$ cat config.mk
export PLATFORM = sky130hd
export DESIGN_NAME = pipe_hazard_unit
export DESIGN_NICKNAME = d
export VERILOG_FILES = /design/src/rtl/hz_pkg.sv /design/src/rtl/hz_rst_sync.sv /design/src/rtl/hz_pipe_track.sv /design/src/rtl/hz_stall_detect.sv /design/src/rtl/hz_fwd_sel.sv /design/src/rtl/pipe_hazard_unit.sv
export SDC_FILE = /design/constraint.sdc
export NUM_CORES = 1
export LEC_CHECK = 0
export BUFFER_PORTS_ARGS = -buffer_cell sky130_fd_sc_hd__buf_2
export CELL_PAD_IN_SITES_DETAIL_PLACEMENT = 1
export CELL_PAD_IN_SITES_GLOBAL_PLACEMENT = 2
export CORE_MARGIN = 2
export CORE_UTILIZATION = 38
export CTS_CLUSTER_SIZE = 25
export DETAILED_ROUTE_END_ITERATION = 10
export PLACE_DENSITY = 0.75
export SLEW_MARGIN = 20
export SYNTH_ARGS = -nofsm -noshare
export SYNTH_HDL_FRONTEND = slang
export SYNTH_SLANG_ARGS = --single-unit
$ cat constraint.sdc
create_clock -name clk -period 2.8 [get_ports clk]
set_input_delay 0.84 -clock clk [delete_from_list [all_inputs] [get_ports clk]]
set_output_delay 0.84 -clock clk [all_outputs]
set_load 0.01 [all_outputs]
$ cat src/rtl/hz_pkg.sv
package hz_pkg;

  parameter int unsigned HZ_REG_W = 5;
  parameter int unsigned HZ_CLS_W = 3;
  parameter int unsigned HZ_SRC_W = 2;

  typedef enum logic [HZ_CLS_W-1:0] {
    CLS_NONE   = 3'd0,
    CLS_ALU    = 3'd1,
    CLS_LOAD   = 3'd2,
    CLS_STORE  = 3'd3,
    CLS_RMADD  = 3'd4,
    CLS_BRANCH = 3'd5
  } hz_cls_e;

  typedef enum logic [HZ_SRC_W-1:0] {
    SRC_RF    = 2'd0,
    SRC_WB    = 2'd1,
    SRC_A2RES = 2'd2,
    SRC_A2LD  = 2'd3
  } hz_src_e;

  typedef struct packed {
    logic                vld;
    hz_cls_e             cls;
    logic [HZ_REG_W-1:0] rs1;
    logic [HZ_REG_W-1:0] rs2;
    logic [HZ_REG_W-1:0] rd;
  } hz_slot_t;

  // class writes a destination and the destination is not register 0
  function automatic logic hz_wen(hz_slot_t s);
    return s.vld && (s.rd != '0) &&
           ((s.cls == CLS_ALU) || (s.cls == CLS_LOAD) || (s.cls == CLS_RMADD));
  endfunction

  function automatic logic hz_use_addr(hz_slot_t s);
    return s.vld && ((s.cls == CLS_LOAD) || (s.cls == CLS_STORE) || (s.cls == CLS_RMADD));
  endfunction

  function automatic logic hz_use_sdata(hz_slot_t s);
    return s.vld && (s.cls == CLS_STORE);
  endfunction

  function automatic logic hz_use_opa(hz_slot_t s);
    return s.vld && ((s.cls == CLS_ALU) || (s.cls == CLS_BRANCH));
  endfunction

  function automatic logic hz_use_opb(hz_slot_t s);
    return s.vld && ((s.cls == CLS_ALU) || (s.cls == CLS_BRANCH) || (s.cls == CLS_RMADD));
  endfunction

endpackage

$ cat src/rtl/hz_rst_sync.sv
module hz_rst_sync #(
  parameter int unsigned STAGES = 2
) (
  input  logic clk,
  input  logic arst_n,
  output logic srst_n
);

  logic [STAGES-1:0] sync_q;
  logic [STAGES-1:0] sync_d;

  always_comb begin
    sync_d = {sync_q[STAGES-2:0], 1'b1};
  end

  always_ff @(posedge clk or negedge arst_n) begin
    if (!arst_n) begin
      sync_q <= '0;
    end else begin
      sync_q <= sync_d;
    end
  end

  assign srst_n = sync_q[STAGES-1];

endmodule

$ cat src/rtl/hz_pipe_track.sv
module hz_pipe_track
  import hz_pkg::*;
#(
  parameter int unsigned NUM_STG  = 4,
  parameter int unsigned KILL_STG = 2
) (
  input  logic     clk,
  input  logic     rst_n,
  input  hz_slot_t dec_slot,
  input  logic     hold_bubble,
  input  logic     kill_front,
  output hz_slot_t stg_q [NUM_STG]
);

  hz_slot_t stg_d [NUM_STG];

  for (genvar k = 0; k < NUM_STG; k++) begin : g_stg
    if (k == 0) begin : g_head
      always_comb begin
        if (hold_bubble || kill_front) begin
          stg_d[k] = '0;
        end else begin
          stg_d[k] = dec_slot;
        end
      end
    end else if (k < KILL_STG) begin : g_killable
      always_comb begin
        if (kill_front) begin
          stg_d[k] = '0;
        end else begin
          stg_d[k] = stg_q[k-1];
        end
      end
    end else begin : g_shift
      always_comb begin
        stg_d[k] = stg_q[k-1];
      end
    end

    always_ff @(posedge clk or negedge rst_n) begin
      if (!rst_n) begin
        stg_q[k] <= '0;
      end else begin
        stg_q[k] <= stg_d[k];
      end
    end
  end

endmodule

$ cat src/rtl/hz_stall_detect.sv
module hz_stall_detect
  import hz_pkg::*;
(
  input  logic                dec_need_addr,
  input  logic [HZ_REG_W-1:0] dec_addr_reg,
  input  logic                a1_wen,
  input  logic [HZ_REG_W-1:0] a1_rd,
  input  logic                redirect,
  output logic                stall
);

  logic addr_pending;

  always_comb begin
    addr_pending = dec_need_addr && (dec_addr_reg != '0) &&
                   a1_wen && (a1_rd == dec_addr_reg);
    stall        = addr_pending && !redirect;
  end

endmodule

$ cat src/rtl/hz_fwd_sel.sv
module hz_fwd_sel
  import hz_pkg::*;
(
  input  logic                need,
  input  logic [HZ_REG_W-1:0] rsel,
  input  logic                near_wen,
  input  logic [HZ_REG_W-1:0] near_rd,
  input  logic                near_ld,
  input  logic                far_wen,
  input  logic [HZ_REG_W-1:0] far_rd,
  output logic [HZ_SRC_W-1:0] src
);

  always_comb begin
    src = SRC_RF;
    if (need && (rsel != '0)) begin
      if (near_wen && (near_rd == rsel)) begin
        src = near_ld ? SRC_A2LD : SRC_A2RES;
      end else if (far_wen && (far_rd == rsel)) begin
        src = SRC_WB;
      end
    end
  end

endmodule

$ cat src/rtl/pipe_hazard_unit.sv
module pipe_hazard_unit
  import hz_pkg::*;
#(
  parameter int unsigned RST_SYNC_STAGES = 2
) (
  input  logic                clk,
  input  logic                rst_n,
  input  logic                id_valid,
  input  logic [HZ_CLS_W-1:0] id_cls,
  input  logic [HZ_REG_W-1:0] id_rs1,
  input  logic [HZ_REG_W-1:0] id_rs2,
  input  logic [HZ_REG_W-1:0] id_rd,
  input  logic                br_taken,
  output logic                stall_fd,
  output logic                bubble_a1,
  output logic                redirect,
  output logic [HZ_SRC_W-1:0] a1_addr_src,
  output logic [HZ_SRC_W-1:0] mem_sdata_src,
  output logic [HZ_SRC_W-1:0] a2_opa_src,
  output logic [HZ_SRC_W-1:0] a2_opb_src
);

  localparam int unsigned NUM_STG  = 4;
  localparam int unsigned KILL_STG = 2;
  localparam int unsigned STG_A1   = 0;
  localparam int unsigned STG_MEM  = 1;
  localparam int unsigned STG_A2   = 2;
  localparam int unsigned STG_WB   = 3;

  logic     rst_sync_n;
  hz_slot_t dec_slot;
  hz_slot_t stg_q [NUM_STG];
  hz_slot_t a1_s, mem_s, a2_s, wb_s;
  logic     stall_int;
  logic     redirect_int;

  logic                a1_need_addr;
  logic [HZ_REG_W-1:0] a1_addr_reg;
  logic                mem_wen;
  logic [HZ_REG_W-1:0] mem_rd;
  logic                a2_wen, a2_is_ld, wb_wen, a1_wen;

  hz_rst_sync #(.STAGES(RST_SYNC_STAGES)) u_rst_sync (
    .clk    (clk),
    .arst_n (rst_n),
    .srst_n (rst_sync_n)
  );

  always_comb begin
    dec_slot.vld = id_valid;
    dec_slot.cls = hz_cls_e'(id_cls);
    dec_slot.rs1 = id_rs1;
    dec_slot.rs2 = id_rs2;
    dec_slot.rd  = id_rd;
  end

  hz_pipe_track #(.NUM_STG(NUM_STG), .KILL_STG(KILL_STG)) u_track (
    .clk         (clk),
    .rst_n       (rst_sync_n),
    .dec_slot    (dec_slot),
    .hold_bubble (stall_int),
    .kill_front  (redirect_int),
    .stg_q       (stg_q)
  );

  always_comb begin
    a1_s         = stg_q[STG_A1];
    mem_s        = stg_q[STG_MEM];
    a2_s         = stg_q[STG_A2];
    wb_s         = stg_q[STG_WB];
    a1_wen       = hz_wen(a1_s);
    mem_wen      = hz_wen(mem_s);
    mem_rd       = mem_s.rd;
    a2_wen       = hz_wen(a2_s);
    a2_is_ld     = (a2_s.cls == CLS_LOAD);
    wb_wen       = hz_wen(wb_s);
    a1_need_addr = hz_use_addr(a1_s);
    a1_addr_reg  = a1_s.rs1;
    redirect_int = a2_s.vld && (a2_s.cls == CLS_BRANCH) && br_taken;
  end

  hz_stall_detect u_stall (
    .dec_need_addr (hz_use_addr(dec_slot)),
    .dec_addr_reg  (id_rs1),
    .a1_wen        (a1_wen),
    .a1_rd         (a1_s.rd),
    .redirect      (redirect_int),
    .stall         (stall_int)
  );

  // address register consumed at ALU1: producers may sit in ALU2 or writeback
  hz_fwd_sel u_fwd_addr (
    .need     (a1_need_addr),
    .rsel     (a1_addr_reg),
    .near_wen (a2_wen),
    .near_rd  (a2_s.rd),
    .near_ld  (a2_is_ld),
    .far_wen  (wb_wen),
    .far_rd   (wb_s.rd),
    .src      (a1_addr_src)
  );

  // store data consumed in the memory stage
  hz_fwd_sel u_fwd_sdata (
    .need     (hz_use_sdata(mem_s)),
    .rsel     (mem_s.rs2),
    .near_wen (a2_wen),
    .near_rd  (a2_s.rd),
    .near_ld  (a2_is_ld),
    .far_wen  (wb_wen),
    .far_rd   (wb_s.rd),
    .src      (mem_sdata_src)
  );

  // ALU2 operands: the only older stage left is writeback
  hz_fwd_sel u_fwd_opa (
    .need     (hz_use_opa(a2_s)),
    .rsel     (a2_s.rs1),
    .near_wen (1'b0),
    .near_rd  ('0),
    .near_ld  (1'b0),
    .far_wen  (wb_wen),
    .far_rd   (wb_s.rd),
    .src      (a2_opa_src)
  );

  hz_fwd_sel u_fwd_opb (
    .need     (hz_use_opb(a2_s)),
    .rsel     (a2_s.rs2),
    .near_wen (1'b0),
    .near_rd  ('0),
    .near_ld  (1'b0),
    .far_wen  (wb_wen),
    .far_rd   (wb_s.rd),
    .src      (a2_opb_src)
  );

  assign stall_fd  = stall_int;
  assign bubble_a1 = stall_int;
  assign redirect  = redirect_int;

endmodule

[After elaboration in Yosys (flattened, before gate mapping)]
Cells that the tools add are included.
Word-level totals
  register bits after elaboration: 68
  input bits: 22
  output and inout bits: 11
  logic and storage cells: 103
Cells by class
  reductions and logical operators: 49
  equality and inequality tests: 22
  mux-type cells: 13
Operators with widths (count)
  $reduce_bool 5->1: 8
  $mux 19: 2
  $eq 5x5->1: 7
  $logic_and 1x1->1: 27
  $eq 3x2->1 const B: 7
  $eq 3x3->1 const B: 5
  $logic_or 1x1->1: 13
  $mux 2: 6
  $eq 3x1->1 const B: 3
  $mux 1: 5
  $logic_not 1->1: 1

[Longest topological paths before layout]
  word-level depth: 10
  mapped depth: 6
  gate-level depth less buffers: 5

[Modules after synthesis]
Synthesis repeated with hierarchy kept, for this count alone.
Unflattened totals
  cell total of the unflattened synthesis: 279
  area, all modules: 3537.1 µm²
Modules (own cells, without submodules)
  hz_pipe_track: times used 1, cells each 158, area an instance 2620.0 µm²
  hz_fwd_sel: times used 4, cells each 19, area an instance 147.6 µm²
  pipe_hazard_unit: times used 1, cells each 32, area an instance 200.2 µm²
  hz_stall_detect: times used 1, cells each 10, area an instance 72.6 µm²
  hz_rst_sync: times used 1, cells each 3, area an instance 53.8 µm²

[Worst setup path after synthesis]
Ideal clock, no wire load.
  kind: input -> output
  start point: input port id_rs1[0]
  end point: output port stall_fd
  cell stages on the path: 6
  arrival: 2.023 ns
  slack: -0.063 ns
  required time: 1.960 ns
  cells stage by stage: xnor2_1 nand4_1 nor4_1 nand2_1 nor2_1 buf_4
Between the ends
  longest elaborated chain between the ends: 5
  elaborated cells on any way between the ends: 6
  classes of those cells: 1 x eq/ne; 5 x reduce/logical
RTL lines
  start, declared: RTL line pipe_hazard_unit.sv:10  | input logic [HZ_REG_W-1:0] id_rs1,
  $reduce_bool 5->1: RTL line hz_stall_detect.sv:15  | addr_pending = dec_need_addr && (dec_addr_reg != '0) &&
  $logic_and 1x1->1 (2 in a row): RTL line hz_stall_detect.sv:15
  $logic_and 1x1->1 *: RTL line hz_stall_detect.sv:16  | a1_wen && (a1_rd == dec_addr_reg);
  $logic_and 1x1->1 *: RTL line hz_stall_detect.sv:17  | stall = addr_pending && !redirect;
  end, declared: RTL line pipe_hazard_unit.sv:14  | output logic stall_fd,
Mark *: on every way between the ends. The rest lies on a longest branch, timed or not.

[Worst setup path in the final report]
  start point: input port id_rs1[3]
  end point: output port bubble_a1
Between the ends
  longest elaborated chain between the ends: 5
  elaborated cells on any way between the ends: 6
  classes of those cells: 1 x eq/ne; 5 x reduce/logical
RTL lines
  $reduce_bool 5->1: RTL line hz_stall_detect.sv:15
  $logic_and 1x1->1 (2 in a row): RTL line hz_stall_detect.sv:15
  $logic_and 1x1->1 *: RTL line hz_stall_detect.sv:16
  $logic_and 1x1->1 *: RTL line hz_stall_detect.sv:17
  end, declared: RTL line pipe_hazard_unit.sv:15  | output logic bubble_a1,
Marked as above.

==> flow_metrics.tcl <==
set metrics [dict create \
    synth_top_cell_by_area "dfrtp_1" \
    violations "setup timing" \
    setup_slack_ns -0.0339 \
    worst_ep_arrival_time_ns 1.99 \
    leakage_nw 1.41 \
    cp.required_ns 1.96 \
    cp-startpoint "id_rs1[3]" \
    synth-edff-count 0 \
    postSynthCellCount 220 \
    fin_crit_sh_pct 101 \
    final_cell_mix "dfrtp_1 (64), buf_2 (28), xnor2_1 (26), nor2b_1 (21), and2_1 (20)" \
    core_region_area_sq_um 6870 \
    worstSetupEndpoint "bubble_a1" \
    via_per_inst 4.58 \
    drt.antenna.violating_nets 0 \
    final_common_cell "dfrtp_1" \
    slew_headroom_pct 63.8 \
    slowest_delay_ns 0.53 \
    drtPass1Iterations 4 \
    hpwlAfterDp_microns 3760 \
    ctsRootBufferMaster "clkbuf_8" \
    r2r_setup_slack_ns 0.70 \
    boundaryPins 33 \
    fin_cells 366 \
    synth_cell_types 30 \
    vdd_drop_max_uv 347 \
    grt_pass1_wl_microns 8620 \
    ys.flop_type "dfrtp_1" \
    stdcell_area_sq_um 3340 \
    chipWidth_microns 88.5 \
    clk_path_buf_depth 2 \
    nFillCells 733 \
    seq_area_frac_synth_pct 62.6 \
    hold_path_class "reg -> async" \
    first_global_vias 1713 \
    final.setup_skew_ns 0.00725 \
    cts_tree "yes" \
    dpl.cell_count 346 \
    r2r-start "u_track.stg_q[58]$_DFF_PN0_" \
    cts_sinks 68 \
    die-area_sq_um 7840 \
    max_clock_freq_mhz 353 \
    synth_warnings 0 \
    crit_slowest_cell "or4_4" \
    antenna_cells 0 \
    dpl_worst_slack_ns -0.0905 \
    startpoint_type "primary input" \
    cts.clk_slew.worst_paths_ns 0.07 \
    holdWs_ns 0.129 \
    reg2reg_to "u_track.stg_q[74]$_DFF_PN0_" \
    power_mw 1.96 \
    final_net_count 288 \
    status "finished with violations" \
    insertion_delay_ns 0.34 \
    yosys-top-cells-area "dfrtp_1 (63%), xnor2_1 (9.0%), nor2b_1 (4.8%)" \
    die_height_microns 88.5 \
    grtUsageTotal_pct 15.3 \
    synth_area_sq_um 2720 \
    setup_viol 2 \
    path_class "in -> out" \
    crit_chain "buf_6 > or4_4 > o22ai_4 > nor4_4 > nand2_1 > nor2_2 > buf_2" \
    grt_max_degree 58 \
    endpoint_kind "output port" \
    drive_above_1_share_pct 28.9 \
    final_hold_viol_count 0 \
    slew_violations 0 \
    core.rowCount 30 \
    fin_crit_ns 2.83 \
    p_per_area_nw_per_um2 587 \
    wl_per_cell_microns 14.6 \
    max-cap-violations 0 \
    rsz0062_at_grt "true" \
    numCtsBuffers 9 \
    cts_hold_buffers 0 \
    final.setup.tns_ns -0.0668 \
    wirelength_microns 5330 \
    post-route-drc-count 0 \
    utilization_pct 48.6 \
    cp_max_fo 2 \
    worst_pin_slew_ns 0.539 \
    overflow 0 \
    start_util_pct 39.5 \
    ys_async_sr_fraction_pct 100 \
    synth_seq_cells 68 \
    reg2regPathDepth 7 \
    area_delta_synth_final_pct 22.8 \
    vias 1678 \
    post_dp_cell_area_sq_um 3030 \
    syn_avg_cell_area_sq_um 12.3 \
    portBuffers 30 \
    synth_top_area_share_pct 62.6 \
    antenna_found_initial 0 \
    htree_levels 3 \
    gp_congestion 0.757 \
    dr.first_iter.drc_count 79 \
]
==> synth_stat cells (2+ instances only) <==
library cell and n:
nor4_1 8, nand4_1 2, nor2_1 7, xnor2_1 28, nand3_1 9, nor3_1 3, mux2i_1 3, conb_1 2
a21oi_1 3, o21ai_1 2, or4_1 6, nand2_1 4, buf_4 3, nor2b_1 21, dfrtp_1 68, clkbuf_1 7
xor2_1 8, o21ai_0 5, and2_1 20
==> where the power goes <==
group | switching [mW] | total, mW | internal [mW] | leakage [nW]
clock | 0.345 | 0.656 | 0.311 | 0.0779
combinational | 0.0955 | 0.199 | 0.103 | 0.530
sequential | 0.0584 | 1.10 | 1.04 | 0.798
total | 0.499 | 1.96 | 1.46 | 1.41
==> worst max-delay path, delay by kind of cell <==
| kind | cells | cell delay [ns] |
|---|---|---|
| simple gates | 4 | 0.74 |
| buf+inv | 2 | 0.23 |
| compound gates | 1 | 0.18 |
==> sequential cells by signal, summed over array words and instances (netlist names) <==
register and flops:
u_track.stg_q 66, u_rst_sync.sync_q 2
==> area by class of cell <==
type                            instances  area (sq um)  area share, %
Clock buffer                           10           128           3.83
Clock inverter                          5          30.0          0.900
Inverter                                1          3.75          0.113
Multi-Input combinational cell        141          1060           31.8
Sequential cell                        68          1710           51.2
Tap cell                               96           120           3.60
Timing Repair Buffer                   45           288           8.63
==> how the worst min path moves through the flow <==
stage | cells past startpoint | to
final | 0 | u_track.stg_q[64]$_DFF_PN0_
after global routing | 0 | u_track.stg_q[58]$_DFF_PN0_
after CTS | 0 | u_track.stg_q[64]$_DFF_PN0_
after detailed placement | 0 | u_track.stg_q[64]$_DFF_PN0_
after global placement | 0 | u_track.stg_q[64]$_DFF_PN0_
after floorplan | 0 | u_rst_sync.sync_q[1]$_DFF_PN0_
==> logic make-up (layout without fill, tap and decap cells) <==
family                    after synthesis  count (layout)  share of synthesized area, %
other                                   2               3                         0.276
muxes                                   3               3                          1.11
xor gates and xnor gates               36              36                          11.6
buffers and inverters                  12              61                          2.35
and+or+nand+nor                        86              86                          19.1
DFF                                    68              68                          62.6
AOI/OAI and AO/OA                      13              13                          2.95
==> per-layer routing <==
layer	wire [microns]	global-route usage [%]	up-vias
met5	0	0	-
met4	105	5.79	0
met3	281	5.13	8
met2	2630	24.7	46
met1	2320	19.1	811
li1	-	-	813
==> repair_timing <==
| action | in CTS | in global routing |
|---|---|---|
| pin swaps | 6 | 11 |
| endpoints found under the setup margin | 4 | 8 |
| buffers inserted | 4 | 3 |
| endpoints found under the hold margin | 0 | 0 |
| resized for setup | 8 | 15 |
No activity file was read; power rests on OpenSTA's default activity.
